<file path="src/rtl/qdac_pkg.sv">
package qdac_pkg;
  localparam int FRAME_W = 24;
  localparam int VAL_W   = 16;
  localparam int CNT_W   = $clog2(FRAME_W);

  typedef enum logic [1:0] {
    LD_BUF_ONLY = 2'b00,
    LD_SELF     = 2'b01,
    LD_ALL_BUF  = 2'b10,
    LD_BCAST    = 2'b11
  } ld_mode_e;

  typedef struct packed {
    logic [1:0]       pad_hi;
    ld_mode_e         mode;
    logic             ref_cmd;
    logic [1:0]       chan;
    logic             pad_lo;
    logic [VAL_W-1:0] value;
  } cmd_t;

  // bit positions of the synchronized pin bundle
  localparam int PIN_SCLK = 0;
  localparam int PIN_DIN  = 1;
  localparam int PIN_SELN = 2;
  localparam int PIN_LDAC = 3;
  localparam int PIN_DIS  = 4;
  localparam int PIN_W    = 5;
  localparam logic [PIN_W-1:0] PIN_RST = 5'b10100;
endpackage

</file>
<file path="src/rtl/qdac_sync.sv">
module qdac_sync #(
  parameter int W = 1,
  parameter int STAGES = 2,
  parameter logic [W-1:0] RST_VAL = '0
) (
  input  logic         clk,
  input  logic         rst_n,
  input  logic [W-1:0] d_i,
  output logic [W-1:0] q_o
);
  logic [W-1:0] stg_q [STAGES];

  always_ff @(posedge clk or negedge rst_n) begin
    if (!rst_n) begin
      for (int i = 0; i < STAGES; i++) stg_q[i] <= RST_VAL;
    end else begin
      stg_q[0] <= d_i;
      for (int i = 1; i < STAGES; i++) stg_q[i] <= stg_q[i-1];
    end
  end

  assign q_o = stg_q[STAGES-1];
endmodule

</file>
<file path="src/rtl/qdac_frame_rx.sv">
module qdac_frame_rx
  import qdac_pkg::*;
(
  input  logic               clk,
  input  logic               rst_n,
  input  logic               sclk_fall,
  input  logic               sel_fall,
  input  logic               sel_n_s,
  input  logic               din_s,
  input  logic               dis_s,
  output logic               cmd_valid_o,
  output logic [FRAME_W-1:0] cmd_word_o
);
  localparam logic [CNT_W-1:0] LAST_BIT = CNT_W'(FRAME_W - 1);

  logic               act_q, act_d;
  logic [CNT_W-1:0]   cnt_q, cnt_d;
  logic [FRAME_W-2:0] sh_q, sh_d;
  logic [FRAME_W-1:0] word;

  assign word = {sh_q, din_s};

  always_comb begin
    act_d       = act_q;
    cnt_d       = cnt_q;
    sh_d        = sh_q;
    cmd_valid_o = 1'b0;
    if (dis_s || sel_n_s) begin
      act_d = 1'b0;
      cnt_d = '0;
      sh_d  = '0;
    end else if (sel_fall) begin
      act_d = 1'b1;
      cnt_d = '0;
      sh_d  = '0;
    end else if (act_q && sclk_fall) begin
      if (cnt_q == LAST_BIT) begin
        cmd_valid_o = 1'b1;
        act_d       = 1'b0;
        cnt_d       = '0;
        sh_d        = '0;
      end else begin
        sh_d  = word[FRAME_W-2:0];
        cnt_d = cnt_q + 1'b1;
      end
    end
  end

  always_ff @(posedge clk or negedge rst_n) begin
    if (!rst_n) begin
      act_q <= 1'b0;
      cnt_q <= '0;
      sh_q  <= '0;
    end else begin
      act_q <= act_d;
      cnt_q <= cnt_d;
      sh_q  <= sh_d;
    end
  end

  assign cmd_word_o = word;
endmodule

</file>
<file path="src/rtl/qdac_reg_bank.sv">
module qdac_reg_bank
  import qdac_pkg::*;
#(
  parameter int NCH = 4,
  parameter int DW  = VAL_W
) (
  input  logic               clk,
  input  logic               rst_n,
  input  logic               cmd_valid,
  input  logic [FRAME_W-1:0] cmd_word,
  input  logic               ldac_rise,
  output logic [NCH*DW-1:0]  dac_o,
  output logic               ref_en_o
);
  cmd_t          cmd;
  logic [DW-1:0] dbuf_q [NCH];
  logic [DW-1:0] dbuf_d [NCH];
  logic [DW-1:0] dac_q  [NCH];
  logic [DW-1:0] dac_d  [NCH];
  logic          ref_q, ref_d;
  logic          upd_en;

  assign cmd    = cmd_t'(cmd_word);
  assign upd_en = cmd_valid | ldac_rise;

  always_comb begin
    dbuf_d = dbuf_q;
    dac_d  = dac_q;
    ref_d  = ref_q;
    if (cmd_valid) begin
      if (cmd.ref_cmd) begin
        ref_d = cmd.value[0];
      end else begin
        unique case (cmd.mode)
          LD_BUF_ONLY: dbuf_d[cmd.chan] = cmd.value;
          LD_SELF: begin
            dbuf_d[cmd.chan] = cmd.value;
            dac_d[cmd.chan]  = cmd.value;
          end
          LD_ALL_BUF: begin
            dbuf_d[cmd.chan] = cmd.value;
            for (int i = 0; i < NCH; i++) dac_d[i] = dbuf_d[i];
          end
          LD_BCAST: begin
            for (int i = 0; i < NCH; i++) begin
              dbuf_d[i] = cmd.value;
              dac_d[i]  = cmd.value;
            end
          end
          default: ;
        endcase
      end
    end
    if (ldac_rise) begin
      for (int i = 0; i < NCH; i++) dac_d[i] = dbuf_d[i];
    end
  end

  always_ff @(posedge clk or negedge rst_n) begin
    if (!rst_n) begin
      for (int i = 0; i < NCH; i++) begin
        dbuf_q[i] <= '0;
        dac_q[i]  <= '0;
      end
      ref_q <= 1'b1;
    end else if (upd_en) begin
      dbuf_q <= dbuf_d;
      dac_q  <= dac_d;
      ref_q  <= ref_d;
    end
  end

  for (genvar g = 0; g < NCH; g++) begin : g_out
    assign dac_o[g*DW +: DW] = dac_q[g];
  end

  assign ref_en_o = ref_q;
endmodule

</file>
<file path="src/rtl/qdac_front.sv">
module qdac_front
  import qdac_pkg::*;
#(
  parameter int NCH = 4,
  parameter int DW  = VAL_W,
  parameter int SYNC_STAGES = 2
) (
  input  logic              clk,
  input  logic              rst_n,
  input  logic              sclk_i,
  input  logic              sel_n_i,
  input  logic              sdi_i,
  input  logic              ldac_i,
  input  logic              port_dis_i,
  output logic [NCH*DW-1:0] dac_regs_o,
  output logic              ref_en_o
);
  logic [PIN_W-1:0]   pins_raw, pins_s, pins_q;
  logic               sclk_fall, sel_fall, ldac_rise, dis_s;
  logic               cmd_valid;
  logic [FRAME_W-1:0] cmd_word;

  always_comb begin
    pins_raw           = '0;
    pins_raw[PIN_SCLK] = sclk_i;
    pins_raw[PIN_DIN]  = sdi_i;
    pins_raw[PIN_SELN] = sel_n_i;
    pins_raw[PIN_LDAC] = ldac_i;
    pins_raw[PIN_DIS]  = port_dis_i;
  end

  qdac_sync #(.W(PIN_W), .STAGES(SYNC_STAGES), .RST_VAL(PIN_RST)) u_sync (
    .clk(clk), .rst_n(rst_n), .d_i(pins_raw), .q_o(pins_s)
  );

  always_ff @(posedge clk or negedge rst_n) begin
    if (!rst_n) pins_q <= PIN_RST;
    else        pins_q <= pins_s;
  end

  assign sclk_fall = pins_q[PIN_SCLK] & ~pins_s[PIN_SCLK];
  assign sel_fall  = pins_q[PIN_SELN] & ~pins_s[PIN_SELN];
  assign ldac_rise = ~pins_q[PIN_LDAC] & pins_s[PIN_LDAC];
  assign dis_s     = pins_s[PIN_DIS];

  qdac_frame_rx u_rx (
    .clk(clk), .rst_n(rst_n),
    .sclk_fall(sclk_fall), .sel_fall(sel_fall),
    .sel_n_s(pins_s[PIN_SELN]), .din_s(pins_s[PIN_DIN]), .dis_s(dis_s),
    .cmd_valid_o(cmd_valid), .cmd_word_o(cmd_word)
  );

  qdac_reg_bank #(.NCH(NCH), .DW(DW)) u_bank (
    .clk(clk), .rst_n(rst_n),
    .cmd_valid(cmd_valid), .cmd_word(cmd_word), .ldac_rise(ldac_rise),
    .dac_o(dac_regs_o), .ref_en_o(ref_en_o)
  );
endmodule

</file>
<file path="config.mk">
export PLATFORM = sky130hd
export DESIGN_NAME = qdac_front
export DESIGN_NICKNAME = d
export VERILOG_FILES = /design/src/rtl/qdac_pkg.sv /design/src/rtl/qdac_sync.sv /design/src/rtl/qdac_frame_rx.sv /design/src/rtl/qdac_reg_bank.sv /design/src/rtl/qdac_front.sv
export SDC_FILE = /design/constraint.sdc
export NUM_CORES = 1
export LEC_CHECK = 0
export ABC_AREA = 1
export BUFFER_PORTS_ARGS = -buffer_cell sky130_fd_sc_hd__buf_2
export CAP_MARGIN = 20
export CORE_AREA = 8 8 148 150
export DETAILED_ROUTE_END_ITERATION = 12
export DIE_AREA = 0 0 156 158
export PLACE_DENSITY_LB_ADDON = 0.15
export SLEW_MARGIN = 20
export SYNTH_ARGS = -nofsm -noshare
export SYNTH_HDL_FRONTEND = slang
export SYNTH_SLANG_ARGS = --single-unit
export TNS_END_PERCENT = 5
</file>
<file path="constraint.sdc">
create_clock -name clk -period 1.9 [get_ports clk]
set_clock_uncertainty 0.2 [all_clocks]
set_input_delay 0.38 -clock clk [delete_from_list [all_inputs] [get_ports clk]]
set_output_delay 0.38 -clock clk [all_outputs]
set_load 0.01 [all_outputs]
</file>
---- Word-level counts from Yosys, hierarchy flattened ----
Cells that the tools add are included.
cells by class
  bitwise operators ....................... 8
  mux-type cells .......................... 27
  magnitude comparators ................... 2
  $add $sub $neg .......................... 1
  equality and inequality tests ........... 5
  reductions and logical operators ........ 12
operators with widths
  kind                                                        number
  2-to-1 mux 64 bit                                           5
  one-hot mux 64 bit (3 select lines)                         1
  bitwise mux 64 bit                                          2
  one-hot mux 64 bit (2 select lines)                         1
  2-to-1 mux 21 bit                                           4
  demux 16 bit (select 2 bit)                                 1
  2-to-1 mux 5 bit                                            4
  2-to-1 mux 16 bit                                           1
  2-to-1 mux 1 bit                                            8
  nonzero test 3 bit                                          2
  adder 5 x 1 -> 5 bit, second input constant                 1
  == test 5 bit, second input constant                        1
  == test 2 bit, second input constant                        2
  AND reduction 4 bit                                         1
  nonzero test 4 bit                                          1
  bitwise AND 1 bit                                           3
  greater-or-equal comparator 3 bit, second input constant    1
  less-than comparator 3 x 1 -> 1 bit, second input constant  1
  inverter 1 bit                                              3
  inverter 2 -> 3 bit                                         1
  AND reduction 3 bit                                         1
  OR reduction 3 bit                                          1
  == test 2 x 1 -> 1 bit, second input constant               1
  logical AND 1 bit                                           2
  6 further kinds                                             6
storage, ports and cells
  word-level logic and storage cells ...... 70
  output and inout bits ................... 65
  bits in registers ....................... 170
  bits of input ports ..................... 7

---- Depth between registers and ports, before layout ----
  word-level depth ........................ 10
  depth in mapped cells ................... 12
  depth with buffers taken out ............ 11

---- Cells and area by module ----
A second synthesis with hierarchy kept.
unflattened totals
  cell total of the unflattened synthesis .. 1470
  area, all modules ....................... 9650.5 sq um
modules (own cells, without submodules)
  module         area each (sq um)  times used  sequential area each (sq um)  cells an instance
  qdac_reg_bank  7902.6             1           3229.3                        1300
  qdac_frame_rx  1348.8             1           725.7                         146
  qdac_sync      292.8              1           255.2                         15
  qdac_front     106.4              1           76.3                          9

---- Least setup slack after synthesis ----
Ideal clock, no wire load.
  kind .................................... register to register
  from .................................... register u_rx.cnt_q[0]
  to ...................................... register u_bank.dac_q (netlist bit u_bank.dac_o[48])
  buffers on the path ..................... 2
  library setup time ...................... 0.116 ns
  cell stages (with the launch flop) ...... 12
  setup slack ............................. 0.007 ns
  period minus slack after synthesis ...... 1.893 ns
  arrival ................................. 1.577 ns
  data required time ...................... 1.584 ns
  cells stage by stage .................... dfrtp_1 -> ha_1 -> nand2_1 -> nor2_2 -> nand3_2 -> buf_2 -> clkbuf_1 -> nand2_1 -> o21ai_0 -> nand2_1 -> nand2_1 -> nand2_1
on the way
  word-level cells in the longest chain between the ends .. 7
  elaborated cells between the ends (all ways) .. 10
  classes of those cells .................. eq/ne: 1; mux: 6; bitwise: 1; reduce/logical: 2
ends and longest elaborated chain
  element                                                             RTL line             text
  start: declaration                                                  qdac_frame_rx.sv:17  logic [CNT_W-1:0] cnt_q, cnt_d;
  start signal: assignment                                            qdac_frame_rx.sv:56  cnt_q <= cnt_d;
  == test 5 bit *                                                     qdac_frame_rx.sv:37  if (cnt_q == LAST_BIT) begin
  2-to-1 mux 1 bit *                                                  qdac_frame_rx.sv:37
  2-to-1 mux 1 bit *                                                  qdac_frame_rx.sv:36  end else if (act_q && sclk_fall) begin
  2-to-1 mux 1 bit *                                                  qdac_frame_rx.sv:32  end else if (sel_fall) begin
  2-to-1 mux 1 bit *                                                  qdac_frame_rx.sv:28  if (dis_s || sel_n_s) begin
  nonzero test 2 bit (no line) (tied with other cells)                -
  AND reduction 4 bit (no line) or 2-to-1 mux 64 bit (tied branches)  -
  end signal: indexed assignment                                      qdac_reg_bank.sv:63  dac_q[i] <= '0;
  end signal: assignment                                              qdac_reg_bank.sv:68  dac_q <= dac_d;
  end: declaration                                                    qdac_reg_bank.sv:18  logic [DW-1:0] dac_q [NCH];
Mark *: on every way between the ends. The rest lies on a longest branch, timed or not.
A chain may end at the register's enable or synchronous reset.

---- Worst setup path in the final report ----
  from .................................... register u_rx.sh_q[17]
  to ...................................... register u_bank.dac_q (netlist bit u_bank.dac_o[57])
on the way
  word-level cells in the longest chain between the ends .. 10
  elaborated cells between the ends (all ways) .. 15
  classes of those cells .................. order compare: 2; mux: 11; bitwise: 1; reduce/logical: 1
ends and longest elaborated chain
  element                                                                                                         RTL line             text
  start: declaration                                                                                              qdac_frame_rx.sv:18  logic [FRAME_W-2:0] sh_q, sh_d;
  start signal: assignment                                                                                        qdac_frame_rx.sv:53  sh_q <= '0;
  start signal: assignment                                                                                        qdac_frame_rx.sv:57  sh_q <= sh_d;
  inverter 2 -> 3 bit (implied by the code) *                                                                     -
  greater-or-equal comparator 3 bit (implied by the code) or less-than comparator 3 x 1 -> 1 bit (tied branches)  -
  logical AND 1 bit (implied by the code)                                                                         -
  2-to-1 mux 16 bit (implied by the code)                                                                         -
  demux 16 bit (select 2 bit) *                                                                                   -
  bitwise mux 64 bit (on tied branches)                                                                           -
  one-hot mux 64 bit (3 select lines) or one-hot mux 64 bit (2 select lines) (tied branches)                      qdac_reg_bank.sv:34  unique case (cmd.mode)
  2-to-1 mux 64 bit                                                                                               qdac_reg_bank.sv:31  if (cmd.ref_cmd) begin
  2-to-1 mux 64 bit                                                                                               qdac_reg_bank.sv:30  if (cmd_valid) begin
  2-to-1 mux 64 bit *                                                                                             qdac_reg_bank.sv:54  if (ldac_rise) begin
Mark *: on every way between the ends. The rest lies on a longest branch, timed or not. The select of a mux whose other input is x is not followed.

==> metrics.log <==
[metrics] result of the run: finished with violations
[metrics] violations in the final reports: negative setup slack
[metrics] leading post-synthesis cells by instance count: sky130_fd_sc_hd__nand2_1 (579), sky130_fd_sc_hd__inv_1 (224), sky130_fd_sc_hd__dfrtp_1 (163)
[metrics] mean instance size in the synthesized netlist: between 6 and 7 um2
[metrics] number of max-capacitance violations reported: 0
[metrics] area fraction of the dominant cell type after synthesis: between 40% and 50%
[metrics] CTS sink cnt: around 170
[metrics] antenna violations before repair: 0
[metrics] nets@finish: 1604
[metrics] arrival time of the worst setup path: approximately 2.1 ns
[metrics] floorplan core area: 19710 um2
[metrics] via count of the first global-routing pass: ~9200
[metrics] CTS clock-pin slew for the worst setup and hold paths: 0.07 ns
[metrics] Detail Placement HPWL: approximately 20000 um
[metrics] share of final-layout standard cells stronger than drive strength 1: around 18%
[metrics] fill cell count: roughly 1900
[metrics] Cell variety after synth: 28
[metrics] Crit path required time: between 2 and 2.5 ns
[metrics] Layout Area Growth over Synthesis: 26.83%
[metrics] switching power of the nets: 2192 uW
[metrics] number of placed instances with taps included: 1838
[metrics] Clock Path Buffers: 2
[metrics] cell area after placement: 11260 um2
[metrics] Max FO, Critical Path: 27
[metrics] min cycle time layout: roughly 1.9 ns
[metrics] type of the worst setup path: flip-flop to flip-flop
[metrics] setup slack of the critical path after layout: -0.04459 ns
[metrics] post-synthesis compound-gate area fraction: 11.81%
[metrics] overall overflow remaining after global route: 0
[metrics] sequential element share of the synthesized area: between 40% and 50%
[metrics] routed len/inst: 15.62 um
[metrics] number of remaining DRC errors: 0
[metrics] count of final setup violators: 13
[metrics] die outline area: 24650 um2
[metrics] final cell count without fillers: around 1900
[metrics] die boundary height: 158 um
[metrics] ports placed on the boundary: ~70
[metrics] final design instance area without fill: ~12000 um2
[metrics] Internal Pwr Total: between 6000 and 7000 uW
[metrics] proportion of synthesized area in mux cells: 0%
[metrics] diode insertion count for antenna repair: 0
[metrics] combinational fraction of design power: around a tenth
[metrics] die width: about 160 um
[metrics] largest family of logic cells by synthesized area: simple AND/OR/NAND/NOR gates
[metrics] Worst Setup End Kind: flip-flop
[metrics] worst setup timing slack at the placement stage: -0.1266 ns
[metrics] share of synthesized registers carrying an async set or reset: between 90% and 100%
[metrics] final routed wirelength across all metal layers: 29360 um
[metrics] clock network power share: between 40% and 50%
[metrics] switch share: approximately a quarter
[metrics] most used flip-flop cell after synthesis: sky130_fd_sc_hd__dfrtp_1
[metrics] average via count per standard cell: a little over 5
[metrics] number of standard cells after synthesis: 1460
[metrics] power per unit of standard cell area: around 710 nW/um2
[metrics] share of the core filled with cells: approximately 62%
[metrics] global-route wire length before repair: ~48000 um
[metrics] total number of placement rows: 52
[metrics] synthesized net count: roughly 1500
[metrics] Post-synth EDFFs: 0
[metrics] pin count of the biggest net entering global routing: 55
[metrics] detailed-route via count: 9689
[metrics] Post-Syn Area: 9643 um2
[metrics] clock root cell: sky130_fd_sc_hd__clkbuf_16
[metrics] total global routing track utilization: 24.84%
[metrics] most used standard cell by instance count after synthesis: sky130_fd_sc_hd__nand2_1
[metrics] share of power burned in registers: approximately 45%
[metrics] Inserted Clock Buffers: 17
[metrics] TritonCTS clock tree: yes
[metrics] unrepaired setup endpoints after global routing: yes
[metrics] Setup crit start kind: flip-flop
[metrics] Fmax achieved: just over 0.5 GHz
[metrics] ratio of final minimum period to clock period: 102.3%
[metrics] fraction of synthesized cell area in xor and xnor cells: 0%
[metrics] leading area contributor after synthesis: sky130_fd_sc_hd__dfrtp_1
[metrics] number of port buffers: 71
[metrics] adder-cell area share of the yosys netlist: less than 1%
[metrics] final sum of negative setup slack: -0.2443 ns
[metrics] simple-gate area share of the yosys netlist: about a third
[metrics] first-pass iteration count of the detailed router: 5
[metrics] Final Max Slew Viols: 0
[metrics] Final Hold Fails: 0
[metrics] clock latency reported for the late side of the worst-skew pair: approximately 0.44 ns
[metrics] Max IR drop VDD: between 500 and 600 uV
[metrics] reg-to-reg slack, setup: -0.04 ns
[metrics] post-route ant nets: 0
[metrics] Leak: approximately 0.0071 uW
[metrics] Max-slew headroom: about two thirds
[metrics] transition time at the pin with the least slew margin: between 0.4 and 0.5 ns
[metrics] worst min-delay path class: flip-flop to flip-flop
[metrics] Placer Congestion: 0.8932
[metrics] number of levels the H-tree was split into: 4
[metrics] Yosys warning total: 0
[metrics] initial core utilization: around half
[metrics] flip-flop and latch count after synthesis: 169
[metrics] initial drt markers: a little under 900
[metrics] top cells by area in the synthesized netlist: sky130_fd_sc_hd__dfrtp_1 (42%), sky130_fd_sc_hd__nand2_1 (23%), sky130_fd_sc_hd__inv_1 (8.7%), sky130_fd_sc_hd__o21ai_1 (5.6%), sky130_fd_sc_hd__nand3_1 (5.0%)
per-layer routing:
metal  vias up  global-route usage, %  wire length, um
li1       4765                      -                -
met1      4534                  34.42            13480
met2       355                  38.66            13120
met3        35                  4.723             2146
met4         0                  7.579              616
met5         -                      0                0
worst max-delay path, stage by stage, from the launching register on:
cell and delay [ns]:
sky130_fd_sc_hd__dfrtp_1 0.52, sky130_fd_sc_hd__nand2_2 0.17, sky130_fd_sc_hd__buf_12 0.19, sky130_fd_sc_hd__nand2_1 0.06, sky130_fd_sc_hd__o21ai_1 0.09, sky130_fd_sc_hd__a211oi_1 0.42
sky130_fd_sc_hd__nor2_1 0.08, sky130_fd_sc_hd__nand2_1 0.07, sky130_fd_sc_hd__nand2_1 0.04
state kept, by name, summed over array words and instances, names as in the netlist:
name	count
u_rx.sh_q	21
pins_q	3
u_sync.stg_q	5
u_rx.cnt_q	5
u_sync.q_o	5
u_bank.ref_en_o	1
u_bank.dbuf_q	64
u_rx.act_q	1
u_bank.dac_o	64
timing repair:
item / CTS / global route
buffers inserted: 2 / 1
hold buffers: 6 / 0
setup endpoints to repair: 68 / 77
endpoints found under the hold margin: 173 / 0
gates resized for setup: 16 / 55
pin swaps: 1 / 6
placed cells by master (no fill, tap or decap), drive strengths merged:
cell type    synthesis  final
inv                227    230
clkbuf              39     17
nor2                78     78
nor3                 6      6
dfstp                6      6
dlygate4sd3          0      6
clkinv               0      5
a211oi               2      2
buf                 38    188
o21bai               2      2
o22ai               22     22
nand2              583    583
a21oi               22     22
ha                   1      1
dfrtp              163    163
o21ai              170    170
nand4                1      1
a32o                 1      1
and2                 1      1
bufinv               0      5
clkinvlp             0      2
nand3               98     98
final timing paths:
| check | from | to | cells after the start |
|---|---|---|---|
| max in group asynchronous | rst_n | u_bank.ref_en_o | 3 |
| worst max-delay path | u_rx.sh_q[17] | u_bank.dac_o[57] | 8 |
| worst min register to register | u_sync.stg_q[6] | u_sync.q_o[1] | 0 |
| worst min-delay path | u_sync.stg_q[6] | u_sync.q_o[1] | 0 |
| worst max register to register | u_rx.sh_q[17] | u_bank.dac_o[57] | 8 |
| min in group asynchronous | rst_n | u_sync.stg_q[5] | 2 |
stage by stage:
step | power, uW | hold WS [ns]
2_1_floorplan | 4321 | -0.1156
5_1_grt | 8995 | 0.1612
3_5_place_dp | 4748 | 0.08771
6_report | 8659 | 0.1559
4_1_cts | 8708 | 0.1572
3_3_place_gp | 4738 | 0.08488
logic make-up (layout without fill, tap and decap cells):
group | count (synthesis) | in the layout
simple gates | 767 | 767
flops | 169 | 169
fa+ha+maj | 1 | 1
compound gates | 219 | 219
buf+inv | 304 | 453
power by group through the flow:
stage | clock, uW | sequential, uW | combinational (uW)
floorplan | 0 | 4010 | 306
global placement | 0 | 3940 | 799
detailed placement | 0 | 3940 | 808
CTS | 4010 | 3870 | 825
global route | 4160 | 3900 | 936
finish | 3970 | 3870 | 820
layout make-up:
| class | count | area [um2] | share of cell area (%) |
|---|---|---|---|
| Sequential cell | 169 | 4238 | 34.65 |
| Tap cell | 270 | 337.8 | 2.762 |
| Multi-Input combinational cell | 987 | 4412 | 36.07 |
| Clock inverter | 15 | 239.0 | 1.954 |
| Timing Repair Buffer | 194 | 1723 | 14.09 |
| Inverter | 227 | 855.8 | 6.997 |
| Clock buffer | 17 | 425.4 | 3.478 |
(Power assumes the default switching activity.)
